$ cat config.mk
export PLATFORM = sky130hd
export DESIGN_NAME = tlp_route_engine
export DESIGN_NICKNAME = d
export VERILOG_FILES = /design/src/rtl/tlp_route_pkg.sv /design/src/rtl/tlp_hdr_decode.sv /design/src/rtl/tlp_window_match.sv /design/src/rtl/tlp_route_engine.sv
export SDC_FILE = /design/constraint.sdc
export NUM_CORES = 1
export LEC_CHECK = 0
export BUFFER_PORTS_ARGS = -buffer_cell sky130_fd_sc_hd__buf_2
export CORE_MARGIN = 2
export CORE_UTILIZATION = 46
export DETAILED_ROUTE_END_ITERATION = 8
export PLACE_DENSITY = 0.8
export SYNTH_ARGS = -nofsm -noshare
export SYNTH_HDL_FRONTEND = slang
export SYNTH_SLANG_ARGS = --single-unit
$ cat constraint.sdc
create_clock -name clk -period 1.6 [get_ports clk]
set_input_delay 0.24 -clock clk [delete_from_list [all_inputs] [get_ports clk]]
set_output_delay 0.24 -clock clk [all_outputs]
set_load 0.02 [all_outputs]
$ cat src/rtl/tlp_route_pkg.sv
package tlp_route_pkg;

    // Routing class of a decoded header
    typedef enum logic [2:0] {
        K_MEM     = 3'd0,
        K_IO      = 3'd1,
        K_ID      = 3'd2,
        K_TO_ROOT = 3'd3,
        K_BCAST   = 3'd4,
        K_LOCAL   = 3'd5,
        K_BAD     = 3'd6
    } route_kind_e;

    localparam int MEM_FLD_W = 12;  // memory window field, address bits 31:20
    localparam int IO_FLD_W  = 4;   // IO window field, address bits 15:12
    localparam int BUS_W     = 8;
    localparam int ID_W      = 16;

    function automatic logic mem_window_hit(
        input logic [31:0]          hi,
        input logic [31:0]          lo,
        input logic [MEM_FLD_W-1:0] base,
        input logic [MEM_FLD_W-1:0] lim
    );
        return (hi == 32'h0) &&
               (lo >= {base, 20'h00000}) &&
               (lo <= {lim, 20'hFFFFF});
    endfunction

    function automatic logic io_window_hit(
        input logic [31:0]         hi,
        input logic [31:0]         lo,
        input logic [IO_FLD_W-1:0] base,
        input logic [IO_FLD_W-1:0] lim
    );
        return (hi == 32'h0) && (lo[31:16] == 16'h0) &&
               (lo[15:0] >= {base, 12'h000}) &&
               (lo[15:0] <= {lim, 12'hFFF});
    endfunction

    function automatic logic bus_range_hit(
        input logic [BUS_W-1:0] bus,
        input logic [BUS_W-1:0] sec,
        input logic [BUS_W-1:0] sub
    );
        return (bus >= sec) && (bus <= sub);
    endfunction

endpackage

$ cat src/rtl/tlp_hdr_decode.sv
module tlp_hdr_decode
    import tlp_route_pkg::*;
(
    input  logic [1:0]  fmt,
    input  logic [4:0]  typ,
    input  logic [31:0] dw2,
    input  logic [31:0] dw3,
    output route_kind_e kind,
    output logic [31:0] addr_hi,
    output logic [31:0] addr_lo,
    output logic [15:0] tgt_id
);

    logic four_dw;
    logic has_data;

    assign four_dw  = fmt[0];
    assign has_data = fmt[1];

    always_comb begin
        kind = K_BAD;
        casez (typ)
            5'b00000: kind = K_MEM;
            5'b00001: kind = has_data ? K_BAD : K_MEM;
            5'b00010: kind = four_dw ? K_BAD : K_IO;
            5'b0010?: kind = four_dw ? K_BAD : K_ID;
            5'b0101?: kind = four_dw ? K_BAD : K_ID;
            5'b10???: begin
                if (!four_dw) begin
                    kind = K_BAD;
                end else begin
                    case (typ[2:0])
                        3'b000:  kind = K_TO_ROOT;
                        3'b001:  kind = K_MEM;
                        3'b010:  kind = K_ID;
                        3'b011:  kind = K_BCAST;
                        3'b100:  kind = K_LOCAL;
                        3'b101:  kind = K_TO_ROOT;
                        default: kind = K_BAD;
                    endcase
                end
            end
            default: kind = K_BAD;
        endcase
    end

    // Address layout: 3-dword headers carry a 32-bit address in dw2,
    // 4-dword headers carry the upper half in dw2 and the lower in dw3.
    always_comb begin
        if (four_dw) begin
            addr_hi = dw2;
            addr_lo = dw3;
        end else begin
            addr_hi = 32'h0;
            addr_lo = dw2;
        end
    end

    assign tgt_id = dw2[31:16];

endmodule

$ cat src/rtl/tlp_window_match.sv
module tlp_window_match
    import tlp_route_pkg::*;
#(
    parameter int NUM_DN = 4
) (
    input  route_kind_e                  kind,
    input  logic [31:0]                  addr_hi,
    input  logic [31:0]                  addr_lo,
    input  logic [BUS_W-1:0]             tgt_bus,
    input  logic [NUM_DN*MEM_FLD_W-1:0]  mem_base,
    input  logic [NUM_DN*MEM_FLD_W-1:0]  mem_limit,
    input  logic [NUM_DN*IO_FLD_W-1:0]   io_base,
    input  logic [NUM_DN*IO_FLD_W-1:0]   io_limit,
    input  logic [NUM_DN*BUS_W-1:0]      sec_bus,
    input  logic [NUM_DN*BUS_W-1:0]      sub_bus,
    output logic                         hit,
    output logic [NUM_DN-1:0]            hit_mask
);

    logic [NUM_DN-1:0] raw_hit;
    logic              taken;

    for (genvar i = 0; i < NUM_DN; i++) begin : g_dn
        always_comb begin
            case (kind)
                K_MEM: raw_hit[i] = mem_window_hit(addr_hi, addr_lo,
                                        mem_base[i*MEM_FLD_W +: MEM_FLD_W],
                                        mem_limit[i*MEM_FLD_W +: MEM_FLD_W]);
                K_IO:  raw_hit[i] = io_window_hit(addr_hi, addr_lo,
                                        io_base[i*IO_FLD_W +: IO_FLD_W],
                                        io_limit[i*IO_FLD_W +: IO_FLD_W]);
                K_ID:  raw_hit[i] = bus_range_hit(tgt_bus,
                                        sec_bus[i*BUS_W +: BUS_W],
                                        sub_bus[i*BUS_W +: BUS_W]);
                default: raw_hit[i] = 1'b0;
            endcase
        end
    end

    // Lowest-index match wins when windows overlap
    always_comb begin
        hit_mask = '0;
        taken    = 1'b0;
        for (int i = 0; i < NUM_DN; i++) begin
            if (raw_hit[i] && !taken) begin
                hit_mask[i] = 1'b1;
                taken       = 1'b1;
            end
        end
    end

    assign hit = |raw_hit;

endmodule

$ cat src/rtl/tlp_route_engine.sv
module tlp_route_engine
    import tlp_route_pkg::*;
#(
    parameter  int NUM_DN    = 4,
    localparam int NUM_PORTS = NUM_DN + 1,
    localparam int PORT_W    = (NUM_PORTS > 1) ? $clog2(NUM_PORTS) : 1
) (
    input  logic                          clk,
    input  logic                          rst_n,
    input  logic                          hdr_valid,
    output logic                          hdr_ready,
    input  logic [1:0]                    hdr_fmt,
    input  logic [4:0]                    hdr_type,
    input  logic [31:0]                   hdr_dw2,
    input  logic [31:0]                   hdr_dw3,
    input  logic [PORT_W-1:0]             in_port,
    input  logic                          bar_hit,
    input  logic [ID_W-1:0]               own_id,
    input  logic [NUM_DN*MEM_FLD_W-1:0]   mem_base,
    input  logic [NUM_DN*MEM_FLD_W-1:0]   mem_limit,
    input  logic [NUM_DN*IO_FLD_W-1:0]    io_base,
    input  logic [NUM_DN*IO_FLD_W-1:0]    io_limit,
    input  logic [NUM_DN*BUS_W-1:0]       sec_bus,
    input  logic [NUM_DN*BUS_W-1:0]       sub_bus,
    output logic                          dec_valid,
    input  logic                          dec_ready,
    output logic [NUM_PORTS-1:0]          dec_egress,
    output logic                          dec_consume,
    output logic                          dec_ur,
    output logic                          dec_malformed
);

    typedef struct packed {
        logic                 valid;
        logic [NUM_PORTS-1:0] egress;
        logic                 consume;
        logic                 ur;
        logic                 mal;
    } dec_t;

    localparam logic [NUM_PORTS-1:0] UP_MASK    = NUM_PORTS'(1);
    localparam logic [NUM_PORTS-1:0] DOWN_MASK  = ~UP_MASK;

    route_kind_e       kind;
    logic [31:0]       addr_hi;
    logic [31:0]       addr_lo;
    logic [ID_W-1:0]   tgt_id;
    logic              win_hit;
    logic [NUM_DN-1:0] win_mask;
    logic              accept;
    logic              from_up;

    dec_t st_d;
    dec_t st_q;

    tlp_hdr_decode u_decode (
        .fmt     (hdr_fmt),
        .typ     (hdr_type),
        .dw2     (hdr_dw2),
        .dw3     (hdr_dw3),
        .kind    (kind),
        .addr_hi (addr_hi),
        .addr_lo (addr_lo),
        .tgt_id  (tgt_id)
    );

    tlp_window_match #(.NUM_DN(NUM_DN)) u_windows (
        .kind      (kind),
        .addr_hi   (addr_hi),
        .addr_lo   (addr_lo),
        .tgt_bus   (tgt_id[ID_W-1 -: BUS_W]),
        .mem_base  (mem_base),
        .mem_limit (mem_limit),
        .io_base   (io_base),
        .io_limit  (io_limit),
        .sec_bus   (sec_bus),
        .sub_bus   (sub_bus),
        .hit       (win_hit),
        .hit_mask  (win_mask)
    );

    assign hdr_ready = !st_q.valid || dec_ready;
    assign accept    = hdr_valid && hdr_ready;
    assign from_up   = (in_port == '0);

    // Outcome for a packet that matched nothing local or downstream
    function automatic dec_t miss_outcome(input logic up);
        dec_t r;
        r       = '0;
        r.valid = 1'b1;
        if (up) r.ur     = 1'b1;
        else    r.egress = UP_MASK;
        return r;
    endfunction

    always_comb begin
        st_d = st_q;
        if (accept) begin
            st_d       = '0;
            st_d.valid = 1'b1;
            case (kind)
                K_MEM, K_IO: begin
                    if (bar_hit)      st_d.consume = 1'b1;
                    else if (win_hit) st_d.egress  = {win_mask, 1'b0};
                    else              st_d         = miss_outcome(from_up);
                end
                K_ID: begin
                    if (tgt_id == own_id) st_d.consume = 1'b1;
                    else if (win_hit)     st_d.egress  = {win_mask, 1'b0};
                    else                  st_d         = miss_outcome(from_up);
                end
                K_TO_ROOT: begin
                    if (from_up) st_d.ur     = 1'b1;
                    else         st_d.egress = UP_MASK;
                end
                K_BCAST: begin
                    if (from_up) st_d.egress = DOWN_MASK;
                    else         st_d.mal    = 1'b1;
                end
                K_LOCAL: st_d.consume = 1'b1;
                default: st_d.mal     = 1'b1;
            endcase
        end else if (dec_ready) begin
            st_d.valid = 1'b0;
        end
    end

    always_ff @(posedge clk or negedge rst_n) begin
        if (!rst_n) begin
            st_q <= '0;
        end else begin
            st_q <= st_d;
        end
    end

    assign dec_valid     = st_q.valid;
    assign dec_egress    = st_q.egress;
    assign dec_consume   = st_q.consume;
    assign dec_ur        = st_q.ur;
    assign dec_malformed = st_q.mal;

endmodule

# Word-level counts from Yosys, hierarchy flattened
# Cells that the tools add are included.
totals:
  reg_bits: 9
  input_bits: 287
  output_inout_bits: 10
  wordCells: 124
classes:
  magnitude_cmp: 24
  eq_ne: 16
  muxes: 37
  reduce_logical: 42
ops:
  columns: ["cell", "n"]
  rows:
  - ["32-bit greater-or-equal comparator", 4]
  - ["32-bit less-or-equal comparator", 4]
  - ["16-bit greater-or-equal comparator", 4]
  - ["16-bit less-or-equal comparator", 4]
  - ["32-bit 2-to-1 mux", 2]
  - ["8-bit greater-or-equal comparator", 4]
  - ["8-bit less-or-equal comparator", 4]
  - ["32-bit logical NOT", 1]
  - ["3-bit one-hot mux with 5 select lines", 2]
  - ["1-bit logical AND", 25]
  - ["5-bit 2-to-1 mux", 4]
  - ["5-bit one-hot mux with 4 select lines", 1]
  - ["1-bit one-hot mux with 3 select lines", 6]
  - ["16-bit == test", 1]
  - ["16-bit logical NOT", 1]
  - ["1-bit 2-to-1 mux", 13]
  - ["3-bit by 2-bit == test with 1-bit output, second input constant", 4]
  - ["3-bit == test, second input constant", 4]
  - ["3-bit 2-to-1 mux", 4]
  - ["3-bit logical NOT", 3]
  - ["2-bit OR reduction", 4]
  - ["3-bit by 1-bit == test with 1-bit output, second input constant", 2]
  - ["2-bit 2-to-1 mux", 3]
  - ["5-bit by 1-bit == test with 1-bit output, second input constant", 1]
  - ["other kinds (11)", 14]

# Depth between registers and ports, before layout
logic_depth:
  word_depth: 20
  ltp_mapped: 14

# Modules after synthesis
# A second synthesis with hierarchy kept.
hier_totals:
  hier_cells: 912
  area_unflattened_um2: 6611.3
modules_own_cells:
  columns: ["mod", "n_inst", "cells_each", "area_per_inst_um2", "seq_area_each_um2"]
  rows:
  - ["tlp_window_match", 1, 720, 5047.3, 0.0]
  - ["tlp_hdr_decode", 1, 115, 889.6, 0.0]
  - ["tlp_route_engine", 1, 77, 674.4, 225.2]

# Worst setup path before layout
# Ideal clock, no wire load.
synth_path:
  kind: "input to register"
  from: "input hdr_fmt[0]"
  to: "register st_q (netlist bit dec_egress[1])"
  t_arrival_ps: 3410
  slack_ps: -1931
  path_stages: 13
  path_cell_list: "clkbuf_1 > clkbuf_1 > clkbuf_1 > mux2_2 > ha_1 > a21o_1 > nand3_1 > a21oi_1 > a2111oi_0 > o21ai_0 > a211oi_1 > o21ai_0 > a22o_1"
synth_via:
  elab_chain_cells: 10
  elab_cells_between_ends: 57
  classes_between: "16 x order compare; 4 x eq/ne; 15 x mux; 22 x reduce/logical"
synth_rtl:
  columns: ["item", "line", "text"]
  rows:
  - ["from (decl)", "tlp_route_engine.sv:12", "input logic [1:0] hdr_fmt,"]
  - ["parallel branches: the longest is 9 deep, another holds 32-bit greater-or-equal comparator", null, null]
  - ["5-bit one-hot mux with 4 select lines *", "tlp_route_engine.sv:101", "case (kind)"]
  - ["to (signal assigned)", "tlp_route_engine.sv:132", "st_q <= st_d;"]
  - ["to (decl)", "tlp_route_engine.sv:54", "dec_t st_q;"]
# Every way passes the cells marked *.
# A chain may end at the register's enable or synchronous reset.

# Final worst setup path
layout_path:
  from: "input hdr_fmt[0]"
  to: "register st_q (netlist bit dec_egress[4])"
layout_via:
  elab_chain_cells: 19
  elab_cells_between_ends: 66
  classes_between: "16 x order compare; 4 x eq/ne; 18 x mux; 28 x reduce/logical"
layout_rtl:
  columns: ["item", "line"]
  rows:
  - ["parallel branches: the longest is 18 deep, another holds 32-bit greater-or-equal comparator", null]
  - ["5-bit one-hot mux with 4 select lines *", "tlp_route_engine.sv:101"]
# Marked as above.

==> flow_summary.json <==
{
  "first_pass_iters": 5,
  "clock_skew_ps": 1.74,
  "final_area_um2": 9420,
  "drtIter0Drc": 513,
  "dp_cells": 1419,
  "crit_path_start_kind": "input port",
  "htreeDepth": 1,
  "clk_latency_ps": 240,
  "drv_cap": 0,
  "relSlewSlack_pct": 67.1,
  "worst_ep_arrival_time_ps": 2650,
  "initial_utilization_pct": 46.6,
  "synthToLayoutAreaGrowth_pct": 53.8,
  "grtUsageTotal_pct": 33.8,
  "cts.sinks": 9,
  "dp_slack_ps": -1450,
  "routedWlPerCell_um": 17.6,
  "syn_nets": 1314,
  "synth_top_area_share_pct": 39.2,
  "setup_ws_ps": -923,
  "async_reset_ff_share_pct": 100,
  "via_count": 7945,
  "yosysUniqueCellTypes": 63,
  "grt_pass1_vias": 7957,
  "setup_viol_count_final": 7,
  "syn-cell-area_um2": 6130,
  "synth_edf_count": 0,
  "core_area_um2": 13100,
  "final_cells": 1436,
  "critPathKind": "input port to register",
  "hold_violations": 0,
  "die_h_um": 119,
  "clockRootBuffer": "clkbuf_16",
  "grt_overflow": 0,
  "whs_ps": 225,
  "fillCellCount": 1025,
  "fmax_ghz": 0.396,
  "fin_crit_ps": 2520,
  "violations": "negative setup slack",
  "required_ps": 1730,
  "ys_seq_elements": 9,
  "antenna_found_initial": 1,
  "slew_violations": 0,
  "grt_max_degree": 12,
  "antenna_left": 0,
  "fin_crit_sh_pct": 158,
  "avgSynthCellArea_um2": 7.34,
  "synth_ff_type": "dfrtp_1",
  "worst_pin_slew_ps": 488,
  "clkTransAtPathRegs_ps": 40,
  "drive_gt1_share_pct": 39.4,
  "cts_tree": "yes",
  "ios": 297,
  "gp_congestion": 0.960,
  "antenna_cells_inserted": 0,
  "clock_path_buffers": 2,
  "port_buffers": 296,
  "grt_pass1_wl_um": 38500,
  "synth_area_leaders": "ha_1 (39%), inv_1 (12%), a21oi_1 (4.7%)",
  "drcViolationCount": 0,
  "nets": 1740,
  "via_per_inst": 5.53,
  "outcome": "complete, but fails checks",
  "dieArea_um2": 14300,
  "fin_util_pct": 71.7,
  "ir_drop_uv": 188,
  "dp_hpwl_um": 21200,
  "hp-class": "input port to register",
  "synth.top_cells.by_count": "ha_1 (192), inv_1 (190), a21oi_1 (58), nand2_1 (47)",
  "netlist_instances": 835,
  "ys_warn_count": 0,
  "num_rows": 42,
  "synth_top_area_cell": "ha_1",
  "die_x_um": 119,
  "cp-end-kind": "register",
  "post_dp_cell_area_um2": 8820,
  "cp_max_fo": 6,
  "power.leakage_nw": 5.49,
  "seq_area_frac_synth_pct": 3.68,
  "rsz0062_at_grt": "true",
  "cts_buffers": 3,
  "yosysMostFrequentCell": "ha_1",
  "p_per_area_nw_per_um2": 350,
  "drt-total-wl_um": 25200
}
## critical path, cell delays in order
cell and delay (ps):
buf_12 120, buf_12 130, buf_4 130, mux2_4 340, ha_1 280, and2_4 140
a221o_1 310, a21oi_2 140, o211ai_1 110, a21oi_2 240, a211oi_4 110, and4_4 190
a21bo_1 150
## final cells by class
cell class	count	area, um^2	area share, %
multi-input combinational	630	5580	59.3
clock buffer	4	78.8	0.836
timing repair buffer	427	2600	27.6
inverter	190	713	7.57
tap	176	220	2.34
sequential	9	225	2.39
## metrics by stage
step	setup TNS [ps]	total power, mW
after CTS	-5590	3.16
after floorplan	-6520	1.49
final	-5490	3.30
after detailed placement	-9070	2.58
after global routing	-6230	3.57
after global placement	-8950	2.50
## logic make-up (layout without fill, tap and decap cells)
logic type | count (synthesis) | after routing | share of synthesized area (%)
AOI/OAI and AO/OA | 192 | 192 | 20.5
xor gates and xnor gates | 16 | 16 | 2.29
adders and majority gates | 192 | 192 | 39.2
buffers and inverters | 196 | 621 | 12.1
DFF | 9 | 9 | 3.68
muxes | 16 | 16 | 2.84
and+or+nand+nor | 214 | 214 | 19.4
## what timing repair did
item,4_1_cts,5_1_grt
gates cloned,1,1
hold endpoints to repair,9,0
buffers inserted,6,8
pin swaps,25,19
gates resized for setup,55,29
endpoints found under the setup margin,8,8
hold buffers,1,0
## cell usage in the layout (no fill, tap or decap), types with 5 or more instances in the layout
cell      instances
buf_2           293
inv_1           190
ha_1            181
buf_4           115
a21oi_1          54
nand2_1          47
nand4_1          42
o21ai_0          26
nor2_1           24
a21o_1           24
nor4_1           16
xnor2_1          16
nand3_1          14
nor2b_1          13
buf_6            12
mux2_4           11
nor3_1           11
ha_4             11
o21ai_1          10
dfrtp_1           9
nand2b_1          8
o21ai_2           6
mux2i_1           5
o211ai_1          5
## routing by layer
| metal | routed length (um) | vias to the layer above | share of wire [%] | track usage (%) |
|---|---|---|---|---|
| met4 | 1250 | 0 | 5.0 | 14.3 |
| li1 | - | 3856 | - | - |
| met1 | 10000 | 3620 | 40 | 38.5 |
| met5 | 0 | - | 0 | 0 |
| met3 | 1750 | 101 | 6.9 | 5.08 |
| met2 | 12100 | 368 | 48 | 62.2 |
## path summary, 6_finish.rpt
path,end,cells past startpoint,startpoint,slack [ps]
max in group asynchronous,dec_egress[1],2,rst_n,1040
min in group asynchronous,dec_egress[2],2,rst_n,380
setup / recovery,dec_egress[4],13,hdr_fmt[0],-920
hold / removal,dec_valid,2,hdr_valid,220
setup reg to reg,dec_egress[4],6,dec_valid,-110
hold reg to reg,dec_consume,2,dec_consume,500
## state kept, by name, summed over array words and instances, names as in the netlist
register,cells
dec_malformed,1
dec_ur,1
dec_consume,1
dec_egress,5
dec_valid,1
## power by group
group,internal [mW],switching [mW]
Clock,0.334,0.117
Combinational,1.29,1.31
Sequential,0.242,0.0111
Note: power is estimated with default switching activity, not from simulation.
